[src/rtl/ir_pw_pkg.sv]
package ir_pw_pkg;
  typedef enum logic [1:0] {
    TRIG_NONE = 2'd0,
    TRIG_FALL = 2'd1,
    TRIG_RISE = 2'd2,
    TRIG_BOTH = 2'd3
  } trig_sel_e;

  localparam int LPF_MIN_COUNT = 4;
endpackage

[src/rtl/ir_glitch_filter.sv]
module ir_glitch_filter #(
  parameter int LPF_W = 16
) (
  input  logic             clk,
  input  logic             rst,
  input  logic             din,
  input  logic [LPF_W-1:0] min_count,
  output logic             dout
);
  import ir_pw_pkg::*;

  logic             din_q;
  logic [LPF_W-1:0] run;
  logic [LPF_W:0]   run_inc;
  logic             bypass;

  assign run_inc = {1'b0, run} + (LPF_W+1)'(1);
  assign bypass  = min_count < LPF_W'(LPF_MIN_COUNT);

  always_ff @(posedge clk) begin
    if (rst) begin
      din_q <= 1'b0;
      dout  <= 1'b0;
      run   <= '0;
    end else begin
      din_q <= din;
      if (bypass) begin
        dout <= din_q;
        run  <= '0;
      end else if (din_q == dout) begin
        run <= '0;
      end else if (run_inc >= {1'b0, min_count}) begin
        dout <= din_q;
        run  <= '0;
      end else begin
        run <= run_inc[LPF_W-1:0];
      end
    end
  end
endmodule

[src/rtl/ir_pulse_timer.sv]
module ir_pulse_timer #(
  parameter int CNT_W = 18,
  parameter int DIV_W = 16,
  localparam int REC_W = CNT_W - 1
) (
  input  logic             clk,
  input  logic             rst,
  input  logic             en,
  input  logic             level,
  input  logic [1:0]       trig_sel,
  input  logic [DIV_W-1:0] div,
  input  logic             no_mark,
  output logic             rec_push,
  output logic [REC_W-1:0] rec_data,
  output logic             timeout,
  output logic             busy
);
  import ir_pw_pkg::*;

  logic             prev;
  logic [CNT_W-1:0] cnt;
  logic [DIV_W-1:0] pre;
  logic             trig;

  always_comb begin
    case (trig_sel_e'(trig_sel))
      TRIG_FALL: trig = prev & ~level;
      TRIG_RISE: trig = level & ~prev;
      TRIG_BOTH: trig = level ^ prev;
      default:   trig = 1'b0;
    endcase
  end

  always_ff @(posedge clk) begin
    if (rst) prev <= 1'b0;
    else     prev <= level;
  end

  always_ff @(posedge clk) begin
    if (rst || !en) begin
      busy     <= 1'b0;
      cnt      <= '0;
      pre      <= '0;
      rec_push <= 1'b0;
      rec_data <= '0;
      timeout  <= 1'b0;
    end else begin
      rec_push <= 1'b0;
      if (trig) begin
        if (busy) begin
          rec_push <= 1'b1;
          rec_data <= {prev, cnt[CNT_W-1:2]};
        end
        busy <= 1'b1;
        cnt  <= '0;
        pre  <= div;
      end else if (busy) begin
        if (pre == '0) begin
          pre <= div;
          if (&cnt) begin
            busy     <= 1'b0;
            timeout  <= 1'b1;
            rec_push <= !no_mark;
            rec_data <= '1;
          end else begin
            cnt <= cnt + CNT_W'(1);
          end
        end else begin
          pre <= pre - DIV_W'(1);
        end
      end
    end
  end
endmodule

[src/rtl/ir_rx_fifo.sv]
module ir_rx_fifo #(
  parameter int W     = 17,
  parameter int DEPTH = 8,
  localparam int AW   = $clog2(DEPTH)
) (
  input  logic         clk,
  input  logic         rst,
  input  logic         en,
  input  logic         push,
  input  logic [W-1:0] push_data,
  input  logic         pop,
  input  logic         svc_on_any,
  output logic [W:0]   rd_word,
  output logic         svc,
  output logic         overrun
);
  localparam int HALF = DEPTH / 2;

  logic [W-1:0]  mem [DEPTH];
  logic [AW-1:0] wp, rp;
  logic [AW:0]   cnt, cnt_nxt;
  logic          full, empty, do_w, do_r;

  assign full  = cnt == (AW+1)'(DEPTH);
  assign empty = cnt == '0;
  assign do_w  = en && push && !full;
  assign do_r  = pop && !empty;

  always_comb begin
    cnt_nxt = cnt;
    if (!en)              cnt_nxt = '0;
    else if (do_w && !do_r) cnt_nxt = cnt + (AW+1)'(1);
    else if (do_r && !do_w) cnt_nxt = cnt - (AW+1)'(1);
  end

  always_ff @(posedge clk) begin
    if (do_w) mem[wp] <= push_data;
  end

  always_ff @(posedge clk) begin
    if (rst) rd_word <= '0;
    else if (pop) rd_word <= empty ? '0 : {1'b1, mem[rp]};
  end

  always_ff @(posedge clk) begin
    if (rst || !en) begin
      wp      <= '0;
      rp      <= '0;
      cnt     <= '0;
      svc     <= 1'b0;
      overrun <= 1'b0;
    end else begin
      if (do_w) wp <= wp + AW'(1);
      if (do_r) rp <= rp + AW'(1);
      cnt <= cnt_nxt;
      svc <= svc_on_any ? (cnt_nxt != '0) : (int'(cnt_nxt) >= HALF);
      if (push && full) overrun <= 1'b1;
    end
  end
endmodule

[src/rtl/ir_pw_rx.sv]
module ir_pw_rx #(
  parameter int CNT_W      = 18,
  parameter int DIV_W      = 16,
  parameter int LPF_W      = 16,
  parameter int FIFO_DEPTH = 8
) (
  input  logic             clk,
  input  logic             rst,
  input  logic             ir_in,
  input  logic             tx_loop_in,
  input  logic             cfg_rx_en,
  input  logic             cfg_fifo_en,
  input  logic [1:0]       cfg_edge,
  input  logic             cfg_no_tmo_mark,
  input  logic             cfg_svc_not_empty,
  input  logic             cfg_loopback,
  input  logic [DIV_W-1:0] cfg_clk_div,
  input  logic [LPF_W-1:0] cfg_lpf_count,
  input  logic             pop,
  output logic [CNT_W-1:0] rd_data,
  output logic             svc_req,
  output logic             timeout_sts,
  output logic             overrun_sts,
  output logic             busy
);
  localparam int REC_W = CNT_W - 1;

  logic             src, filt, push;
  logic [REC_W-1:0] rec;

  assign src = cfg_loopback ? tx_loop_in : ir_in;

  ir_glitch_filter #(.LPF_W(LPF_W)) u_filt (
    .clk(clk), .rst(rst), .din(src), .min_count(cfg_lpf_count), .dout(filt)
  );

  ir_pulse_timer #(.CNT_W(CNT_W), .DIV_W(DIV_W)) u_tmr (
    .clk(clk), .rst(rst), .en(cfg_rx_en), .level(filt), .trig_sel(cfg_edge),
    .div(cfg_clk_div), .no_mark(cfg_no_tmo_mark), .rec_push(push),
    .rec_data(rec), .timeout(timeout_sts), .busy(busy)
  );

  ir_rx_fifo #(.W(REC_W), .DEPTH(FIFO_DEPTH)) u_fifo (
    .clk(clk), .rst(rst), .en(cfg_fifo_en), .push(push), .push_data(rec),
    .pop(pop), .svc_on_any(cfg_svc_not_empty), .rd_word(rd_data),
    .svc(svc_req), .overrun(overrun_sts)
  );
endmodule

[config.mk]
export PLATFORM = sky130hd
export DESIGN_NAME = ir_pw_rx
export DESIGN_NICKNAME = d
export VERILOG_FILES = /design/src/rtl/ir_pw_pkg.sv /design/src/rtl/ir_glitch_filter.sv /design/src/rtl/ir_pulse_timer.sv /design/src/rtl/ir_rx_fifo.sv /design/src/rtl/ir_pw_rx.sv
export SDC_FILE = /design/constraint.sdc
export NUM_CORES = 1
export LEC_CHECK = 0
export BUFFER_PORTS_ARGS = -buffer_cell sky130_fd_sc_hd__clkbuf_2
export CORE_ASPECT_RATIO = 0.7
export CORE_MARGIN = 2
export CORE_UTILIZATION = 33
export CTS_CLUSTER_DIAMETER = 30
export DETAILED_ROUTE_END_ITERATION = 8
export PLACE_DENSITY_LB_ADDON = 0.25
export REMOVE_ABC_BUFFERS = 1
export SLEW_MARGIN = 20
export SYNTH_ARGS = -nofsm -noshare
export SYNTH_HDL_FRONTEND = slang
export SYNTH_HIERARCHICAL = 1
export SYNTH_SLANG_ARGS = --single-unit
[constraint.sdc]
create_clock -name clk -period 6.9 [get_ports clk]
set_input_delay 1.38 -clock clk [delete_from_list [all_inputs] [get_ports clk]]
set_output_delay 1.38 -clock clk [all_outputs]
set_load 0.1 [all_outputs]
==> results of run 1 <==
synthesized netlist by cell type, types with 2 or more instances:
master	instances	area, sq um
sky130_fd_sc_hd__or3_1	13	81.33
sky130_fd_sc_hd__o31ai_1	5	37.54
sky130_fd_sc_hd__dfxtp_1	106	2122
sky130_fd_sc_hd__and2b_2	6	52.55
sky130_fd_sc_hd__nor3_2	3	30.03
sky130_fd_sc_hd__nor3b_1	3	22.52
sky130_fd_sc_hd__mux2i_1	23	230.2
sky130_fd_sc_hd__nor2b_1	5	31.28
sky130_fd_sc_hd__xnor2_1	15	131.4
sky130_fd_sc_hd__edfxtp_1	136	4084
sky130_fd_sc_hd__ha_1	26	325.3
sky130_fd_sc_hd__nand2b_1	5	31.28
sky130_fd_sc_hd__o21a_1	20	150.1
sky130_fd_sc_hd__a211oi_1	7	52.55
sky130_fd_sc_hd__nor2b_4	3	41.29
sky130_fd_sc_hd__a32oi_1	2	17.52
sky130_fd_sc_hd__nand2_1	46	172.7
sky130_fd_sc_hd__a211o_1	2	17.52
sky130_fd_sc_hd__and4_1	4	35.03
sky130_fd_sc_hd__nor2b_2	6	52.55
sky130_fd_sc_hd__a21oi_1	63	315.3
sky130_fd_sc_hd__nor3_1	21	105.1
sky130_fd_sc_hd__o21ai_0	29	145.1
sky130_fd_sc_hd__nand4_1	23	143.9
sky130_fd_sc_hd__buf_2	9	45.04
sky130_fd_sc_hd__o211ai_1	3	22.52
sky130_fd_sc_hd__inv_1	34	127.6
sky130_fd_sc_hd__nor2_1	91	341.6
sky130_fd_sc_hd__nand3_1	33	165.2
sky130_fd_sc_hd__buf_4	3	22.52
sky130_fd_sc_hd__xor2_1	7	61.31
sky130_fd_sc_hd__or4_1	5	37.54
sky130_fd_sc_hd__buf_6	5	56.30
sky130_fd_sc_hd__a31oi_1	15	93.84
sky130_fd_sc_hd__nor4_1	10	62.56
sky130_fd_sc_hd__a21o_1	3	22.52
sky130_fd_sc_hd__mux4_2	34	765.7
sky130_fd_sc_hd__or2_2	4	25.02
sky130_fd_sc_hd__o21ai_1	7	35.03
sky130_fd_sc_hd__and3_1	12	75.07
sky130_fd_sc_hd__and2_1	3	18.77
sky130_fd_sc_hd__o311ai_0	6	52.55
sky130_fd_sc_hd__clkbuf_1	23	86.33
sky130_fd_sc_hd__o2111ai_1	2	17.52
layer usage:
layer / up-vias / wire length [um] / share of wire / global-route usage
li1: 3614 / - / - / -
met1: 3614 / 12610 / 0.50 / 0.2162
met2: 206 / 10320 / 0.41 / 0.2137
met3: 38 / 1643 / 0.066 / 0.03409
met4: 0 / 417 / 0.017 / 0.04123
met5: - / 0 / 0 / 0
tightest hold or removal path: stages (launching register included):
cell	delay, ps
sky130_fd_sc_hd__dfxtp_1	300
sky130_fd_sc_hd__nand2_1	50
sky130_fd_sc_hd__a21oi_1	50
path summary, 6_finish.rpt:
check	endpoint	slack (ps)	from
min	u_fifo/rd_word[17]	450	u_fifo/rd_word[17]
max reg2reg	u_filt/run[15]	3210	u_filt/run[0]
max	u_filt/run[15]	3210	u_filt/run[0]
min reg2reg	u_fifo/rd_word[17]	450	u_fifo/rd_word[17]
area by class of cell:
cell class	count	area, sq um
Sequential cell	242	6208
Timing Repair Buffer	80	437.9
Fill cell	3066	19360
Tap cell	427	534.3
Clock buffer	39	975.9
Multi-Input combinational cell	589	4347
Clock inverter	32	344.1
Inverter	35	131.4
cells by family (layout without fill, tap and decap cells):
| group | count (synthesis) | after routing | synth area share |
|---|---|---|---|
| simple gates | 304 | 304 | 0.1497 |
| flops | 242 | 242 | 0.5715 |
| xor+xnor | 22 | 22 | 0.01774 |
| compound gates | 179 | 179 | 0.1062 |
| buf+inv | 76 | 186 | 0.03180 |
| fa+ha+maj | 26 | 26 | 0.02996 |
| mux | 58 | 58 | 0.09310 |
power breakdown:
| part | switching (mW) | internal (mW) | leakage, nW |
|---|---|---|---|
| Combinational | 0.0798 | 0.0392 | 1.86 |
| Clock | 0.755 | 1.18 | 0.626 |
| Sequential | 0.00548 | 1.51 | 2.12 |
registers in the layout, indices dropped and copies added (netlist names), 3 cells and up, named ones only:
name	cells
u_fifo/cnt	4
u_fifo/mem	136
u_fifo/rd_word	18
u_fifo/rp	3
u_fifo/wp	3
u_filt/run	16
u_tmr/cnt	18
u_tmr/pre	16
u_tmr/rec_data	17
==> impl_summary.log, run 1 <==
INFO  metric dieHeight = between 150 and 200 um
INFO  metric fin_worst_hold_slack = roughly 450 ps
INFO  metric tightest_slew = around 1100 ps
INFO  metric synth_enable_flop_cells = between 100 and 150
INFO  metric first_global_vias = approximately 7200
INFO  metric die-area = around 34000 sq um
INFO  metric critPathMostFrequentCell = sky130_fd_sc_hd__ha_1
INFO  metric cts_made_buffers = 39
INFO  metric cp_max_fo = 16
INFO  metric grt_antenna_before_repair = 0
INFO  metric mostFrequentLayoutCells = sky130_fd_sc_hd__edfxtp_1 (136), sky130_fd_sc_hd__dfxtp_1 (104), sky130_fd_sc_hd__nor2_1 (91), sky130_fd_sc_hd__clkbuf_2 (65), sky130_fd_sc_hd__a21oi_1 (63)
INFO  metric final.period_utilization = 0.5355
INFO  metric ys_async_sr_fraction = 0
INFO  metric outcome = complete, no violations
INFO  metric cts_tree = yes
INFO  metric crit_path_max_incr_delay = just over 700 ps
INFO  metric max_freq = approximately 0.27 GHz
INFO  metric slew_headroom = 0.2507
INFO  metric wire_length_of_the_first_global_routing_pass = about 40 mm
INFO  metric vias_per_cell = ~5.2
INFO  metric total_routing_usage_gr = 0.1465
INFO  metric fin_cells = ~1400
INFO  metric commonest_non_fill_non_tap_cell_in_the_layout = sky130_fd_sc_hd__edfxtp_1
INFO  metric max-cap-violations = 0
INFO  metric start_util = 0.3357
INFO  metric routed-via-count = roughly 7500
INFO  metric syn_to_final_growth = 19.52%
INFO  metric drc_errors = 0
INFO  metric clk_path_buf_depth = 3
INFO  metric setup_ws_pre_cts = roughly 2900 ps
INFO  metric crit_path_cell_trace = ha_1, nand2_1, nor4_1, nand4_1, xnor2_1, ha_1, a211o_2, a221o_1, a2111o_1, and2b_2
INFO  metric n_antenna_cell = 0
INFO  metric clkLatencyLatePin = 530 ps
INFO  metric wire_per_inst = approximately 17 um
INFO  metric end_kind = register
INFO  metric synth_top_flop_cell = sky130_fd_sc_hd__edfxtp_1
INFO  metric postCtsHoldBufs = 0
INFO  metric post-cts-setup-buffer-count = 0
INFO  metric dp_cells = about 1400
INFO  metric final_util = 0.4013
INFO  metric placeable_core_area = ~32000 sq um
INFO  metric final.setup.worst_slack = ~3200 ps
INFO  metric nNetsFinal = 1057
INFO  metric ys_seq_elements = roughly 240
INFO  metric final_max_slew_viol_count = 0
INFO  metric final.setup_skew = 14.25 ps
INFO  metric finish.instance_area = between 10000 and 15000 sq um
INFO  metric syn-instance-count = 907
INFO  metric final_layout_size_suffix_gt1_frac = 0.2203
INFO  metric total_power = roughly 3.6 mW
INFO  metric worstSetupPathType = reg2reg
INFO  metric post_synth.cell_area_avg = about 12 sq um
INFO  metric report.final.hold_viol_count = 0
INFO  metric placementRows = 55
INFO  metric ant_nets = 0
INFO  metric timing.final.setup_violations = 0
INFO  metric min_path_cells = 2
INFO  metric yosysUniqueCellTypes = 70
INFO  metric netlist_area = ~11000 sq um
INFO  metric arrival_time_reported_for_the_critical_path_endpoint = 4170 ps
INFO  metric htree_levels = 2
INFO  metric highest_delay_cell_along_the_critical_path = sky130_fd_sc_hd__a2111o_1
INFO  metric cts.repair.resized = 0
INFO  metric hpwlAfterDp = 15.70 mm
INFO  metric cpLargestDelayFamily = compound AO/OA/AOI/OAI gates
INFO  metric power.ir.vdd_worst = around 0.17 mV
INFO  metric dr.pass1.iters = 5
INFO  metric root_buffer = sky130_fd_sc_hd__clkbuf_16
INFO  metric overflow = 0
INFO  metric clock_sinks = between 200 and 250
INFO  metric postRouteWirelength = 24.99 mm
INFO  metric pwr_density_cell = about 280 nW/um^2
INFO  metric ios = 66
INFO  metric path_depth = 10
INFO  metric setup_repair_after_global_routing_missed_its_margin = false
INFO  metric placed_cell_area = around 12000 sq um
INFO  metric clkSlewWorstSetupHoldPaths = approximately 50 ps
INFO  metric drt_first_iter_violations = between 500 and 600
INFO  metric cp.buffers_inverters = 0
INFO  metric worst_setup_start_kind = register
INFO  metric seq_area_frac_synth = 0.5715
INFO  metric class_of_the_tightest_hold_or_removal_check = reg2reg
INFO  metric place.port_buffers = 65
INFO  metric finalCriticalPeriod = between 3000 and 4000 ps
INFO  metric reg2regPathDepth = 10
INFO  metric grt_max_degree = between 50 and 60
INFO  metric yosysWarnings = 6
INFO  metric required = approximately 7400 ps
INFO  metric gpl.final_weighted_congestion = between 0.7 and 0.8
INFO  metric die_span_in_x = between 200 and 250 um
INFO  metric setup-tns-final = 0 ps
INFO  metric power.leakage = between 4 and 5 nW
No activity file was read; power rests on OpenSTA's default activity.
==> run 2: changes to the inputs <==
==> constraint.sdc (replaced) <==
create_clock -name clk -period 3.2 [get_ports clk]
set_input_delay 0.64 -clock clk [delete_from_list [all_inputs] [get_ports clk]]
set_output_delay 0.64 -clock clk [all_outputs]
set_load 0.1 [all_outputs]
==> run 2 against run 1 <==
Register-to-register slack worse by 3000 ps; fmax up 22%; critical path depth unchanged; via count up 1.6%; clock skew up 14 ps; critical path type unchanged; largest cell class unchanged.
==> impl_summary.log, run 2 (same netlist as run 1, synthesis figures left out) <==
INFO  metric outcome = complete, no violations (unchanged)
INFO  metric post-cts-setup-buffer-count = 0 (unchanged)
INFO  metric setup-tns-final = 0 ps (unchanged)
INFO  metric dieHeight = 155.8 um (unchanged)
INFO  metric total_routing_usage_gr = 0.1502 (was 0.1465)
INFO  metric timing.final.setup_violations = 0 (unchanged)
INFO  metric max_freq = 0.3313 GHz (was 0.2706 GHz)
INFO  metric required = 3670 ps (was 7370 ps)
INFO  metric hpwlAfterDp = 16.37 mm (was 15.70 mm)
INFO  metric power.ir.vdd_worst = 0.3871 mV (was 0.1675 mV)
INFO  metric setup_ws_pre_cts = 91.16 ps (was 2888 ps)
INFO  metric die_span_in_x = 220.8 um (unchanged)
INFO  metric overflow = 0 (unchanged)
INFO  metric cp_max_fo = 8 (was 16)
INFO  metric cts.repair.resized = 0 (unchanged)
INFO  metric class_of_the_tightest_hold_or_removal_check = in2reg (was reg2reg)
INFO  metric n_antenna_cell = 0 (unchanged)
INFO  metric slew_headroom = 0.4905 (was 0.2507)
INFO  metric final_layout_size_suffix_gt1_frac = 0.2416 (was 0.2203)
INFO  metric vias_per_cell = 5.163 (was 5.175)
INFO  metric clkSlewWorstSetupHoldPaths = 60 ps (was 50 ps)
INFO  metric mostFrequentLayoutCells = sky130_fd_sc_hd__edfxtp_1 (136), sky130_fd_sc_hd__dfxtp_1 (103), sky130_fd_sc_hd__nor2_1 (91), sky130_fd_sc_hd__clkbuf_2 (65), sky130_fd_sc_hd__a21oi_1 (63) (was sky130_fd_sc_hd__edfxtp_1 (136), sky130_fd_sc_hd__dfxtp_1 (104), sky130_fd_sc_hd__nor2_1 (91), sky130_fd_sc_hd__clkbuf_2 (65), sky130_fd_sc_hd__a21oi_1 (63))
INFO  metric tightest_slew = 757.2 ps (was 1120 ps)
INFO  metric routed-via-count = 7589 (was 7472)
INFO  metric total_power = 8.325 mW (was 3.574 mW)
INFO  metric clk_path_buf_depth = 3 (unchanged)
INFO  metric detailroute.wirelength.met3 = 1.291 mm (was 1.643 mm)
INFO  metric arrival_time_reported_for_the_critical_path_endpoint = 3490 ps (was 4170 ps)
INFO  metric num-fill-cells = 3015 (was 3066)
INFO  metric syn_to_final_growth = 23.12% (was 19.52%)
INFO  metric commonest_non_fill_non_tap_cell_in_the_layout = sky130_fd_sc_hd__edfxtp_1 (unchanged)
INFO  metric final.period_utilization = 0.9434 (was 0.5355)
INFO  metric ant_nets = 0 (unchanged)
INFO  metric final_max_slew_viol_count = 0 (unchanged)
INFO  metric end_kind = register (unchanged)
INFO  metric root_buffer = sky130_fd_sc_hd__clkbuf_16 (unchanged)
INFO  metric wire_per_inst = 17.43 um (was 17.30 um)
INFO  metric largest_registers = u_fifo/mem (136), u_fifo/rd_word (18), u_tmr/cnt (18) (unchanged)
INFO  metric placeable_core_area = 32340 sq um (unchanged)
INFO  metric postRouteWirelength = 25.63 mm (was 24.99 mm)
INFO  metric first_global_vias = 7400 (was 7155)
INFO  metric finalCriticalPeriod = 3019 ps (was 3695 ps)
INFO  metric worst_setup_start_kind = register (unchanged)
INFO  metric clkLatencyLatePin = 550 ps (was 530 ps)
INFO  metric drt_first_iter_violations = 491 (was 527)
INFO  metric htree_levels = 2 (unchanged)
INFO  metric cts_made_buffers = 44 (was 39)
INFO  metric drc_errors = 0 (unchanged)
INFO  metric cts_tree = yes (unchanged)
INFO  metric detail_route.wirelength.met1 = 13.09 mm (was 12.61 mm)
INFO  metric final.setup_skew = 28.32 ps (was 14.25 ps)
INFO  metric pwr_density_cell = 622.7 nW/um^2 (was 275.4 nW/um^2)
INFO  metric placementRows = 55 (unchanged)
INFO  metric report.final.hold_viol_count = 0 (unchanged)
INFO  metric gpl.final_weighted_congestion = 0.8641 (was 0.7906)
INFO  metric wire_length_of_the_first_global_routing_pass = 41.23 mm (was 40.01 mm)
INFO  metric setup_repair_after_global_routing_missed_its_margin = false (unchanged)
INFO  metric top_signal_layer_used = met4 (unchanged)
INFO  metric dr.pass1.iters = 5 (unchanged)
INFO  metric power.leakage = 4.816 nW (was 4.604 nW)
INFO  metric ff_latch_area = 6210 sq um (was 6208 sq um)
INFO  metric routed_wl_met2 = 10.87 mm (was 10.32 mm)
INFO  metric final.setup.worst_slack = 181.2 ps (was 3205 ps)
INFO  metric place.port_buffers = 65 (unchanged)
INFO  metric nNetsFinal = 1077 (was 1057)
INFO  metric worstSetupPathType = reg2reg (unchanged)
INFO  metric largest-register = u_fifo/mem (unchanged)
INFO  metric die-area = 34400 sq um (unchanged)
INFO  metric largest_register_ffs = 136 (unchanged)
INFO  metric ios = 66 (unchanged)
INFO  metric multiInputGateArea = 4365 sq um (was 4347 sq um)
INFO  metric grt_max_degree = 35 (was 52)
INFO  metric postCtsHoldBufs = 0 (unchanged)
INFO  metric grt_antenna_before_repair = 1 (was 0)
INFO  metric clock_sinks = 242 (unchanged)
INFO  metric start_util = 0.3357 (unchanged)
INFO  metric max-cap-violations = 0 (unchanged)
## run 2: cell count changes in the layout (fill, tap and decap cells not counted), sizes merged
cell / previous run / this run
clkbuf: 104 / 112
buf: 15 / 30
inv: 44 / 38
clkinv: 13 / 19
bufinv: 3 / 6
## run 2: routing by layer
layer,GRT usage,vias up
met3,0.03107,31
met4,0.04091,0
li1,-,3656
met1,0.2206,3698
met5,0,-
met2,0.2240,204
## run 2: final cells by class
| cell class | instances | area share |
|---|---|---|
| flip-flops and latches | 242 | 0.4644 |
| clock buffers | 47 | 0.08319 |
| multi-input cells | 589 | 0.3265 |
| clock inverters | 35 | 0.03397 |
| repair buffers | 95 | 0.04211 |
| inverters | 35 | 0.009826 |
| well taps | 427 | 0.03996 |
## run 2: critical path, stage by stage (launching register included)
cell and delay (ps):
sky130_fd_sc_hd__dfxtp_1 370, sky130_fd_sc_hd__nand3_1 170, sky130_fd_sc_hd__nor4_4 320, sky130_fd_sc_hd__nand4_1 180, sky130_fd_sc_hd__xnor2_2 170, sky130_fd_sc_hd__ha_1 300, sky130_fd_sc_hd__a211o_2 310, sky130_fd_sc_hd__a221o_1 300
sky130_fd_sc_hd__a2111o_1 490, sky130_fd_sc_hd__buf_4 220, sky130_fd_sc_hd__nor2b_2 90
## run 2: stage by stage
step	cell area, sq um	hold slack [ps]	utilization	std cells
after floorplan	10650	446.3	-	866
after global placement	11780	441.8	0.3642	1388
after detailed placement	11780	456.4	0.3642	1388
after CTS	13350	328.9	0.4126	1470
after global routing	13370	351.0	0.4134	1470
final	13370	351.8	0.4134	1470
## run 2: path summary, 6_finish.rpt
path         depth (start not counted)  slack, ps                  to               start
max reg2reg                         10        180       u_filt/run[5]       u_filt/run[3]
max                                 10        180       u_filt/run[5]       u_filt/run[3]
min reg2reg                          2        460  u_fifo/rd_word[17]  u_fifo/rd_word[17]
min                                  3        350       u_tmr/pre[12]     cfg_clk_div[12]
## run 2: where the power goes
group / switching (mW) / total, mW / internal [mW]
logic: 0.178 / 0.271 / 0.0935
clock network: 1.70 / 4.78 / 3.07
registers: 0.0110 / 3.27 / 3.26
total: 1.89 / 8.33 / 6.43
